--- config.mk ---
export PLATFORM = sky130hd
export DESIGN_NAME = ahbl_wait_conditioner
export DESIGN_NICKNAME = d
export VERILOG_FILES = /design/src/rtl/ahbl_cond_pkg.sv /design/src/rtl/ahbl_ttype_mask.sv /design/src/rtl/ahbl_ctrl_pass.sv /design/src/rtl/ahbl_ttype_monitor.sv /design/src/rtl/ahbl_wait_conditioner.sv
export SDC_FILE = /design/constraint.sdc
export NUM_CORES = 1
export LEC_CHECK = 0
export BUFFER_PORTS_ARGS = -buffer_cell sky130_fd_sc_hd__buf_2
export CAP_MARGIN = 20
export CORE_AREA = 4 4 49 51
export CTS_BUF_LIST = sky130_fd_sc_hd__clkbuf_2
export CTS_CLUSTER_DIAMETER = 80
export DETAILED_ROUTE_END_ITERATION = 6
export DIE_AREA = 0 0 53 55
export PLACE_DENSITY = 0.79
export SYNTH_ARGS = -nofsm -noshare
export SYNTH_HDL_FRONTEND = slang
export SYNTH_HIERARCHICAL = 1
export SYNTH_SLANG_ARGS = --single-unit
--- constraint.sdc ---
create_clock -name clk -period 1 [get_ports clk]
set_input_delay 0.2 -clock clk [delete_from_list [all_inputs] [get_ports clk]]
set_output_delay 0.2 -clock clk [all_outputs]
set_load 0.01 [all_outputs]
--- src/rtl/ahbl_cond_pkg.sv ---
// Package: shared transfer-type and burst encodings for the conditioner.
// Assumes the standard AHB-Lite two-bit transfer-type coding.
package ahbl_cond_pkg;

    typedef enum logic [1:0] {
        TT_IDLE   = 2'b00,
        TT_BUSY   = 2'b01,
        TT_NONSEQ = 2'b10,
        TT_SEQ    = 2'b11
    } ttype_e;

    localparam int TTYPE_W = 2;
    localparam int BURST_W = 3;
    localparam int SIZE_W  = 3;
    localparam logic [BURST_W-1:0] BURST_OPEN_INCR = 3'b001;

    // Decide whether a type change between two wait cycles is permitted.
    function automatic logic change_allowed(
        input ttype_e prev,
        input ttype_e cur,
        input logic   open_len
    );
        logic ok;
        ok = 1'b0;
        if (prev == cur)
            ok = 1'b1;
        else if (prev == TT_IDLE && cur == TT_NONSEQ)
            ok = 1'b1;
        else if (prev == TT_BUSY && (open_len || cur == TT_SEQ))
            ok = 1'b1;
        return ok;
    endfunction

endpackage

--- src/rtl/ahbl_ttype_mask.sv ---
// Module: forces the slave-side transfer type to IDLE during wait states
// and while reset is asserted; otherwise passes the master value through.
// Assumes slaves latch the address phase only when ready is high.
module ahbl_ttype_mask
    import ahbl_cond_pkg::*;
(
    input  logic               rst_n,
    input  logic               bus_ready,
    input  logic [TTYPE_W-1:0] m_ttype,
    output logic [TTYPE_W-1:0] s_ttype
);

    // Select either the live master type or IDLE.
    always_comb begin
        if (rst_n && bus_ready)
            s_ttype = m_ttype;
        else
            s_ttype = TT_IDLE;
    end

endmodule

--- src/rtl/ahbl_ctrl_pass.sv ---
// Module: forwards the non-type address-phase controls unchanged.
// Assumes slaves sample these only on a ready-high edge, so no holding is needed.
module ahbl_ctrl_pass
    import ahbl_cond_pkg::*;
#(
    parameter int ADDR_W = 32,
    parameter int PROT_W = 4
) (
    input  logic [ADDR_W-1:0]  m_addr,
    input  logic               m_write,
    input  logic [SIZE_W-1:0]  m_size,
    input  logic [BURST_W-1:0] m_burst,
    input  logic [PROT_W-1:0]  m_prot,
    output logic [ADDR_W-1:0]  s_addr,
    output logic               s_write,
    output logic [SIZE_W-1:0]  s_size,
    output logic [BURST_W-1:0] s_burst,
    output logic [PROT_W-1:0]  s_prot
);

    // Straight wiring of every control field.
    always_comb begin
        s_addr  = m_addr;
        s_write = m_write;
        s_size  = m_size;
        s_burst = m_burst;
        s_prot  = m_prot;
    end

endmodule

--- src/rtl/ahbl_ttype_monitor.sv ---
// Module: remembers the master transfer type on each wait cycle and, when
// the next cycle is also a wait, flags an illegal change one cycle later.
// Assumes the burst type of the later wait cycle decides fixed vs open length.
module ahbl_ttype_monitor
    import ahbl_cond_pkg::*;
(
    input  logic               clk,
    input  logic               rst_n,
    input  logic               bus_ready,
    input  logic [TTYPE_W-1:0] m_ttype,
    input  logic [BURST_W-1:0] m_burst,
    output logic               ttype_viol
);

    logic   wait_q;
    ttype_e prev_q;
    logic   viol_q;
    logic   open_len;
    logic   illegal;

    // Classify the live cycle against the remembered wait-cycle type.
    always_comb begin
        open_len = (m_burst == BURST_OPEN_INCR);
        illegal  = wait_q && !bus_ready &&
                   !change_allowed(prev_q, ttype_e'(m_ttype), open_len);
    end

    // Track wait history and register the violation pulse.
    always_ff @(posedge clk) begin
        if (!rst_n) begin
            wait_q <= 1'b0;
            prev_q <= TT_IDLE;
            viol_q <= 1'b0;
        end else begin
            viol_q <= illegal;
            wait_q <= !bus_ready;
            if (!bus_ready)
                prev_q <= ttype_e'(m_ttype);
        end
    end

    assign ttype_viol = viol_q;

endmodule

--- src/rtl/ahbl_wait_conditioner.sv ---
// Top: conditions address-phase controls from a master that may cancel a
// pending transfer during wait states, and reports illegal type changes.
// Assumes a single master and a shared ready; data phase is not touched.
module ahbl_wait_conditioner
    import ahbl_cond_pkg::*;
#(
    parameter int ADDR_W = 32,
    parameter int PROT_W = 4
) (
    input  logic               clk,
    input  logic               rst_n,
    input  logic               bus_ready,
    input  logic [1:0]         m_ttype,
    input  logic [2:0]         m_burst,
    input  logic [ADDR_W-1:0]  m_addr,
    input  logic               m_write,
    input  logic [2:0]         m_size,
    input  logic [PROT_W-1:0]  m_prot,
    output logic [1:0]         s_ttype,
    output logic [2:0]         s_burst,
    output logic [ADDR_W-1:0]  s_addr,
    output logic               s_write,
    output logic [2:0]         s_size,
    output logic [PROT_W-1:0]  s_prot,
    output logic               ttype_viol
);

    // Transfer-type masking toward the slaves.
    ahbl_ttype_mask u_mask (
        .rst_n     (rst_n),
        .bus_ready (bus_ready),
        .m_ttype   (m_ttype),
        .s_ttype   (s_ttype)
    );

    // Unchanged forwarding of the remaining controls.
    ahbl_ctrl_pass #(
        .ADDR_W (ADDR_W),
        .PROT_W (PROT_W)
    ) u_pass (
        .m_addr  (m_addr),
        .m_write (m_write),
        .m_size  (m_size),
        .m_burst (m_burst),
        .m_prot  (m_prot),
        .s_addr  (s_addr),
        .s_write (s_write),
        .s_size  (s_size),
        .s_burst (s_burst),
        .s_prot  (s_prot)
    );

    // Master-side wait-state rule monitor.
    ahbl_ttype_monitor u_mon (
        .clk        (clk),
        .rst_n      (rst_n),
        .bus_ready  (bus_ready),
        .m_ttype    (m_ttype),
        .m_burst    (m_burst),
        .ttype_viol (ttype_viol)
    );

endmodule

**Yosys cells after proc, flatten, opt, wreduce, memory -nomap -nowiden**

Cells that the tools add are included.

- Bits of input ports: 48
- Bits in registers: 4
- Word-level logic and storage cells: 21
- Output and inout port bits: 46

- Eq/ne operators: 5
- Reduce and logical (&&, ||, !) cells: 9
- Mux-type cells: 4

Operators by type and width:

| cell | number |
|---|---|
| logical AND 1 bit | 5 |
| == test 2 bit, second input constant | 2 |
| == test 3 x 1 -> 1 bit, second input constant | 1 |
| two-way mux 1 bit | 3 |
| == test 2 x 1 -> 1 bit, second input constant | 1 |
| == test 2 bit | 1 |
| zero test 1 bit | 2 |
| zero test 2 bit | 1 |
| two-way mux 2 bit | 1 |
| logical OR 1 bit | 1 |

**Logic depth before layout (Yosys ltp)**

Gate-level depths: netlist (run 1).

- Depth after elaboration: 8
- Mapped depth: 3
- Depth with buffers taken out: 3

**Hierarchy**

The synthesis (run 1) kept the hierarchy.

Modules (own cells, without submodules):

| module | instances | cells each | area each (um^2) | sequential area each (um^2) |
|---|---|---|---|---|
| ahbl_ctrl_pass | 1 | 43 | 322.8 | 0.0 |
| ahbl_ttype_monitor | 1 | 16 | 165.2 | 80.1 |
| ahbl_ttype_mask | 1 | 2 | 12.5 | 0.0 |

**Least setup slack after synthesis (run 1)**

No wires, ideal clock.

- Path type: register to register
- From: register u_mon.prev_q[1]
- To: register u_mon.viol_q (netlist: u_mon/ttype_viol)
- Cell stages (with the launch flop): 3
- Slack: 0.250 ns
- Arrival: 0.624 ns
- Buffers on the path: 0
- Setup time: 0.126 ns
- Required time: 0.874 ns
- Clock period less this slack: 0.750 ns
- Cell sequence: dfxtp_1 -> nor4_1 -> nor3_1

- Longest elaborated chain between the ends: 7
- Elaborated cells between the ends (all ways): 10
- Those cells by class: eq/ne (2); mux (3); reduce/logical (5)

RTL lines:

| item | RTL line | text |
|---|---|---|
| start, declared | ahbl_ttype_monitor.sv:16 | `ttype_e prev_q;` |
| start signal, assigned | ahbl_ttype_monitor.sv:38 | `prev_q <= ttype_e'(m_ttype);` |
| == test 2 x 1 -> 1 bit | ahbl_cond_pkg.sv:29 | `else if (prev == TT_BUSY && (open_len \|\| cur == TT_SEQ))` |
| logical AND 1 bit | ahbl_cond_pkg.sv:29 |  |
| two-way mux 1 bit | ahbl_cond_pkg.sv:29 |  |
| two-way mux 1 bit | ahbl_cond_pkg.sv:27 | `else if (prev == TT_IDLE && cur == TT_NONSEQ)` |
| two-way mux 1 bit (*) | ahbl_cond_pkg.sv:25 | `if (prev == cur)` |
| zero test 1 bit (*) | ahbl_ttype_monitor.sv:25 | `!change_allowed(prev_q, ttype_e'(m_ttype), open_len);` |
| logical AND 1 bit (*) | ahbl_ttype_monitor.sv:24 | `illegal = wait_q && !bus_ready &&` |
| end signal, assigned | ahbl_ttype_monitor.sv:35 | `viol_q <= illegal;` |
| end, declared | ahbl_ttype_monitor.sv:17 | `logic viol_q;` |

Every way passes the cells marked *; elsewhere a longest branch is shown, timed or not.
A chain may end at the register's enable or synchronous reset.

**Final worst setup path (run 1)**

- From: input bus_ready
- To: output s_ttype[1]

- Longest elaborated chain between the ends: 2

RTL lines:

| item | RTL line | text |
|---|---|---|
| start, declared | ahbl_wait_conditioner.sv:12 | `input logic bus_ready,` |
| logical AND 1 bit | ahbl_ttype_mask.sv:15 | `if (rst_n && bus_ready)` |
| two-way mux 2 bit | ahbl_ttype_mask.sv:15 |  |
| end, declared | ahbl_wait_conditioner.sv:19 | `output logic [1:0] s_ttype,` |

No other way between the ends.

==> run summary, run 1 <==
Setup violations remaining at the end of the flow were counted as 0. The number of top-level pins came out at 94. Across the routed clock network, the largest skew measured is 0.000778 ns. The logs give 0.65 ns for the arrival time at the worst endpoint and 0 for the initial antenna violation count.

The tools report the detailed-route via count as 220. The tools report the number of hold-slack violations in the final timing report as 0. Setup repair after global routing left no endpoint under its margin. In this run, post-CTS repair resized a total of 0 instances. The maximum root-to-sink buffer count is 2, and the final clock period utilization by the worst path is 84.6%.

The via count of the first global-routing pass was 210; the share of cells above drive strength 1 was 50.0%. At the worst endpoint, the required time is 0.80 ns. The final standard cell count with taps included and fillers excluded came out at 61. Summing the sequential cell areas from Yosys gives 16.0% of the chip area. Counting flops and latches in the post-synthesis netlist gives 4. The tools report the buffer cell driving the clock tree root as sky130_fd_sc_hd__clkbuf_2.

The leading cell type in the layout, fill and taps excluded is sky130_fd_sc_hd__buf_2. The post-route DRC violation count is 0, and the maximum clock frequency is 1.18 GHz. Before antenna repair, the detailed router went through 2 iterations. The count of nets left with antenna violations once routing finished came out at 0. Cell repeated most along the worst path: sky130_fd_sc_hd__buf_2. The element type at the critical path start was an input port. At the pin with the least slew margin, the transition time is 0.253 ns. The setup TNS is 0 ns. Synthesis handed over a netlist of 61 instances. After clock tree synthesis, the clock-pin slew on the worst setup and hold paths is 0.04 ns. At the end of routability-driven placement, the weighted congestion stood at 0.587. After the last flow step, the layout net total stands at 84. After synthesis the cells add up to 500 um2.

The number of slew-limit violations in the final report came out at 0. The mean number of vias per cell is 3.61. For the cell count after placement, the log shows 58. In this run the tool buffered the top-level ports with 13 buffer cells. Measured against its own limit, the worst slew margin works out to 83.0%.

The critical path is of the input port to output port type. The number of fill cells in the layout was 235. The cell at the slowest stage of the critical path is sky130_fd_sc_hd__and3_1. The worst path needs 0.846 ns of the cycle, external delays included. TritonCTS built the clock tree.

The critical path capture point type is an output port. The clock reaches the later pin of the worst-skew pair after 0.20 ns. The worst-case IR drop observed on VDD is 0.492 mV. For the total nets after synthesis, the log shows 109. After floorplanning, the core was divided into 16 placement rows. The biggest cell delay along the critical path came out at 0.17 ns. For this design, the CTS-stage hold fixing added 0 buffers. By area the synthesized netlist is led by sky130_fd_sc_hd__buf_4, sky130_fd_sc_hd__dfxtp_1, sky130_fd_sc_hd__mux2i_1. The DRC marker count from the first detailed-route iteration was 13; the areal power density over the cells was 1290 nW/um2.

The layout-stage area growth over the synthesis result was -41.7%. The dominant cell type by area after synthesis is sky130_fd_sc_hd__buf_4. The total global routing overflow was 0. The die height came out at 55 um. Summed over all cells, the static leakage comes to 0.000151 uW. During synthesis, Yosys emitted a total of 6 warnings.

After synthesis, the netlist uses 13 different library cells. The full die area is 2920 um2. The area share of the leading cell type in the synthesized netlist was 64.5%; the total wire length was 674 um. The area of the core came out at 1940 um2. Leaving out fill and tap cells, the most frequent cells in the layout are sky130_fd_sc_hd__buf_2, sky130_fd_sc_hd__dfxtp_1, sky130_fd_sc_hd__clkbuf_2. Max-cap violations in this run came to 0. The width of the chip is 53 um. The mean area per synthesized cell was 8.20 um2. The first global-routing pass estimated 869 um of wire. Along the worst path, the maximum fanout reaches 5. Clock tree synthesis inserted a total of 3 buffers.

In this run the post-CTS setup repair buffer count came out at 0. The tools report the starting density of the core as 25.8%. The signal on the critical path passes through buf_2 -> and3_1 -> buf_2. Global routing consumed, over all layers together, 4.58% of the routing resources. The number of clock sinks came out at 4. Entering global routing, the biggest net connects 6 pins.

For the number of H-tree branching levels, the log shows 1. Number of antenna diodes: 0. The tightest min-delay check is of the input port to register type.

The run finished with clean final reports. In the final routed layout, each cell accounts on average for 11.0 um.
[cells by family (layout without fill, tap and decap cells)]
logic type / count (synthesis) / in the layout / synth area share [%]
buffers and inverters: 44 / 17 / 65.2
and+or+nand+nor: 9 / 9 / 12.0
DFF: 4 / 4 / 16.0
muxes: 2 / 2 / 4.00
AOI/OAI and AO/OA: 1 / 1 / 0.999
xor gates and xnor gates: 1 / 1 / 1.75
[state kept, by name (all words and copies together) (netlist names)]
| register | cells |
|---|---|
| u_mon/prev_q | 2 |
| u_mon/wait_q | 1 |
| u_mon/ttype_viol | 1 |
[worst paths after layout]
| path | endpoint | slack (ns) | cells past startpoint | start |
|---|---|---|---|---|
| worst max-delay path | s_ttype[1] | 0.15 | 3 | bus_ready |
| worst min-delay path | u_mon/wait_q$_SDFF_PN0_ | 0.26 | 2 | bus_ready |
| worst max register to register | u_mon/ttype_viol$_SDFF_PN0_ | 0.16 | 2 | u_mon/prev_q[1]$_SDFFE_PN0N_ |
| worst min register to register | u_mon/ttype_viol$_SDFF_PN0_ | 0.44 | 2 | u_mon/wait_q$_SDFF_PN0_ |
[Yosys cell counts (all sizes together)]
| master | count |
|---|---|
| buf | 43 |
| dfxtp | 4 |
| nor2b | 3 |
| and3 | 2 |
| mux2i | 2 |
| a21oi | 1 |
| inv | 1 |
| nand2 | 1 |
| nand2b | 1 |
| nor3 | 1 |
| nor4 | 1 |
| xor2 | 1 |
[stage by stage]
| stage | hold slack, ns | setup slack (ns) | utilization [%] | total power, uW | instance area, um2 |
|---|---|---|---|---|---|
| 6_report | 0.256 | 0.154 | 15.0 | 377 | 292 |
| 5_1_grt | 0.238 | 0.120 | 15.0 | 409 | 292 |
| 4_1_cts | 0.243 | 0.156 | 15.0 | 387 | 292 |
| 3_5_place_dp | 0.400 | 0.129 | 14.2 | 239 | 277 |
| 3_3_place_gp | 0.400 | 0.164 | 14.2 | 237 | 277 |
| 2_1_floorplan | 0.268 | 0.250 | - | 376 | 500 |
[critical path: cells and delay by family]
family	cells	cell delay [ns]
and+or+nand+nor	1	0.17
buffers and inverters	2	0.28
[power by group]
part | switching, uW | leakage (uW) | total, uW | internal, uW
Clock | 60.8 | 0.0000125 | 141 | 80.7
Sequential | 4.22 | 0.0000330 | 172 | 168
Combinational | 31.0 | 0.000105 | 63.3 | 32.4
Total | 96.0 | 0.000151 | 377 | 281
[final cells by class]
cell class	count	area (um2)	share of cell area [%]
Tap cell	27	33.8	11.6
Clock buffer	3	15.0	5.15
Inverter	1	3.75	1.29
Multi-Input combinational cell	13	93.8	32.2
Sequential cell	4	80.1	27.5
Timing Repair Buffer	13	65.1	22.3
[routing by layer]
layer / global-route usage, % / up-vias / part of all wire [%]
met5: 0 / - / 0
met4: 3.83 / 0 / 1.9
met3: 5.09 / 2 / 19
met2: 5.58 / 22 / 42
met1: 4.15 / 103 / 37
li1: - / 93 / -
No activity file was read; power rests on OpenSTA's default activity.
==> run 2, diff against run 1 <==
- ABC_AREA: default -> 1
- CORE_AREA: 4 4 49 51 -> 4 4 50 52
- DIE_AREA: 0 0 53 55 -> 0 0 54 56
- PLACE_DENSITY: 0.79 -> 0.78
- clock period: 1 -> 0.8 ns (I/O delays scaled with it)
==> run summary, run 2 <==
For this block, the via count after detailed routing is 281. The tools report the buffer cell driving the clock tree root as sky130_fd_sc_hd__clkbuf_2. The number of clock sinks is 4, and the worst-path maximum fanout is 1. For the standard-cell row count, the log shows 17.

The dominant synthesized flop cell is sky130_fd_sc_hd__dfxtp_1. The tools report the arrival time at the worst endpoint as 0.62 ns. Fill cells in the final layout number 250. The number of flops mapped to enable cells by yosys was 0; the mean area per synthesized cell was 7.04 um2.

After synthesis the netlist holds a flip-flop and latch count of 4. The endpoint with the worst hold slack was u_mon/prev_q[0]$_SDFFE_PN0N_. Number of flip-flops under the largest register name: 2. The tools report the starting density of the core as 25.1%.

The HPWL after detailed placement is 586 um. Once layout is complete, the utilization of the core stands at 15.8%. The setup violation total in the final timing report was 0. For the worst slack on hold paths, the log shows 0.193 ns.

Counting flops per register, the top entry is u_mon/prev_q. Entering global routing, the biggest net connects 7 pins. For this run, the total global-route usage over all layers was measured as 5.36%.

Number of antenna diodes: 0. The critical path capture point type was an output port. Measured against its own limit, the worst slew margin works out to 90.0%. From left edge to right edge, the die measures 54 um.

The min-delay analysis places its worst path in the category input port to register. By area the synthesized netlist is led by sky130_fd_sc_hd__buf_4, sky130_fd_sc_hd__dfxtp_1, sky130_fd_sc_hd__inv_1. The number of I/O port buffers is 13, and the area share of the leading cell type in the synthesized netlist is 61.1%. Among cell families on the critical path, the largest total delay comes from flip-flops. After detailed routing, the met2 layer carries 250 um of wire.

After synthesis, the largest family of logic cells by area is buffers and inverters. The worst setup path is of the register to output port kind. Setup slack on the worst reg-to-reg path comes out at 0.06 ns.

After clock tree synthesis, the clock-pin slew on the worst setup and hold paths is 0.04 ns. The logs give 0 for the post-route DRC violation count and 0.900 mV for the largest vdd supply drop. The fraction of registers with async set or reset after synthesis came out at 0%. In this run the vertical extent of the chip is 56 um.

In the layout the commonest cells are sky130_fd_sc_hd__buf_2, sky130_fd_sc_hd__inv_1, sky130_fd_sc_hd__nor2_1. The part of the Yosys area used for sequential elements is 15.2%, and the max capacitance violation total is 0. Tracing the worst setup path back leads to its startpoint at u_mon/ttype_viol$_SDFF_PN0_. The area of the core is 2110 um2, and the detail-routed net length per standard cell is 9.72 um. For the maximum root-to-sink buffer count, the log shows 2. Power spread over the standard cell area amounts to 1470 nW/um2. The clock arrives with 0.00250 ns of skew. At the worst endpoint, the required time is 0.64 ns. The mapped netlist covers 528 um2. The logic depth of the worst register-to-register path was 4. After Yosys synthesis, and, or, nand and nor cells account for 11.8% of the synthesized area. After synthesis, the most frequently instantiated cells are sky130_fd_sc_hd__buf_4, sky130_fd_sc_hd__inv_1, sky130_fd_sc_hd__nor2_1, sky130_fd_sc_hd__dfxtp_1, sky130_fd_sc_hd__nand2_1. Buffers inserted during clock tree synthesis total 3. The final clock period utilization by the worst path works out to 97.5%.

The met3 wirelength from detailed routing was 173 um; the share of the synthesized netlist area taken by xor and xnor gates was 0%. The critical register-to-register path startpoint is u_mon/prev_q[1]$_SDFFE_PN0N_. The largest single stage delay on the critical path is 0.31 ns. The worst setup path is launched from a register. The count of antenna-violating nets left after detailed routing is 0. The leakage power came out at 0.000181 uW.

The critical path goes through buf_6. Setup repair after global routing could not meet its margin everywhere. The initial antenna violation count was 0; the DRC marker count from the first detailed-route iteration was 1. For this design the top-level I/O count stands at 94. The worst register-to-register path ends at u_mon/ttype_viol$_SDFF_PN0_. The logs give 1 for the number of H-tree branching levels and 0 for the number of buffers inserted to repair setup after CTS. In this run, post-CTS hold repair placed 0 buffers. For the worst-skew pair, the clock arrives at the later sink with an insertion delay of 0.20 ns. The first TritonRoute pass finished after 4 iterations.

The maximum clock frequency is 1.28 GHz, and the layout-stage area growth over the synthesis result is -37.0%. Counting instances, the worst hold path has a depth of 2. Routability-driven placement finished with a final weighted congestion of 0.709. On the critical path, the stage with the largest delay is an instance of sky130_fd_sc_hd__dfxtp_2. At the end of the flow, the number of nets in the layout was 98. The tools report the total wire length as 739 um. The buffer and inverter count on the worst path was 1; the via count of the first global-routing pass was 289. Among all cell types in the netlist, the one instantiated most often is sky130_fd_sc_hd__buf_4. When the netlist entered floorplanning its net count stood at 123. The first global-routing pass estimated 1170 um of wire. The topmost layer with routed signal wires is met4. The run finished with clean final reports. The cell count after synthesis came out at 75.

The synthesized design spends more area on one cell type than any other, namely sky130_fd_sc_hd__buf_4. Leaving out fill and tap cells, the most frequent cell in the layout is sky130_fd_sc_hd__buf_2. Number of hold-slack violations in the final timing report: 0. At the pin with the least slew margin, the transition time is 0.150 ns.

The number of slew-limit violations in the final report was 0. Using the TritonRoute via totals, the vias-per-cell ratio works out to 3.70. The final critical delay including setup and external delays is 0.780 ns. Complex-gate fraction of the synthesized area: 4.74%. After synthesis, the share of cell area in mux cells is 0%.

For the total global routing overflow, the log shows 0. TritonCTS built the clock tree. The startpoint of the lowest-slack hold path was bus_ready. For this block, wires on met1 add up to 279 um.

The die covers 3020 um2. The total of warnings raised by yosys was 6. The share of cells above drive strength 1 was 50.0%; the number of distinct library cell variants in the gate-level netlist after synthesis was 11. The synthesized netlist devotes 0% of its cell area to adder and majority cells.
## run 2: power by group
group	total, uW	switching (uW)	internal (uW)
clock	177	76.6	101
sequential	216	4.77	212
combinational	94.5	53.5	41.0
## run 2: logic make-up (layout without fill, tap and decap cells)
family,Yosys count,after routing
AO/OA/AOI/OAI,5,5
AND/OR/NAND/NOR,13,13
flip-flops,4,4
buffers and inverters,53,26
## run 2: how the worst max path moves through the flow
stage,end,cells past startpoint
5_1_grt,ttype_viol,1
4_1_cts,ttype_viol,1
2_1_floorplan,u_mon/ttype_viol$_SDFF_PN0_,4
6_report,ttype_viol,1
3_5_place_dp,u_mon/ttype_viol$_SDFF_PN0_,4
3_3_place_gp,u_mon/ttype_viol$_SDFF_PN0_,4
## run 2: cell type report
type                            instances  area (um2)  share of cell area (%)
Clock buffer                            3        15.0                    4.51
Inverter                               10        37.5                    11.3
Multi-Input combinational cell         18        90.1                    27.1
Sequential cell                         4        81.3                    24.4
Tap cell                               28        35.0                    10.5
Timing Repair Buffer                   13        73.8                    22.2
## run 2: per-stage QoR
| stage | TNS (ns) | power (uW) | std cells | cell area [um2] | worst slack, ns |
|---|---|---|---|---|---|
| detailed placement | 0 | 310 | 73 | 305 | 0.0545 |
| finish | 0 | 488 | 76 | 333 | 0.0200 |
| floorplan | 0 | 480 | 75 | 528 | 0.114 |
| CTS | -0.00488 | 497 | 76 | 320 | -0.00488 |
| global route | -0.0209 | 530 | 76 | 333 | -0.0209 |
| global placement | 0 | 307 | 73 | 305 | 0.0277 |
## run 2: layer usage
metal  vias to the layer above  track usage [%]
met2                        35             5.71
met1                       107             4.65
met3                        14             6.43
met4                         0             5.69
met5                         -                0
li1                        125                -
## run 2: repair_timing
item,4_1_cts,5_1_grt
pin swaps,0,1
setup endpoints to repair,1,3
gates cloned,0,0
gates resized for setup,0,5
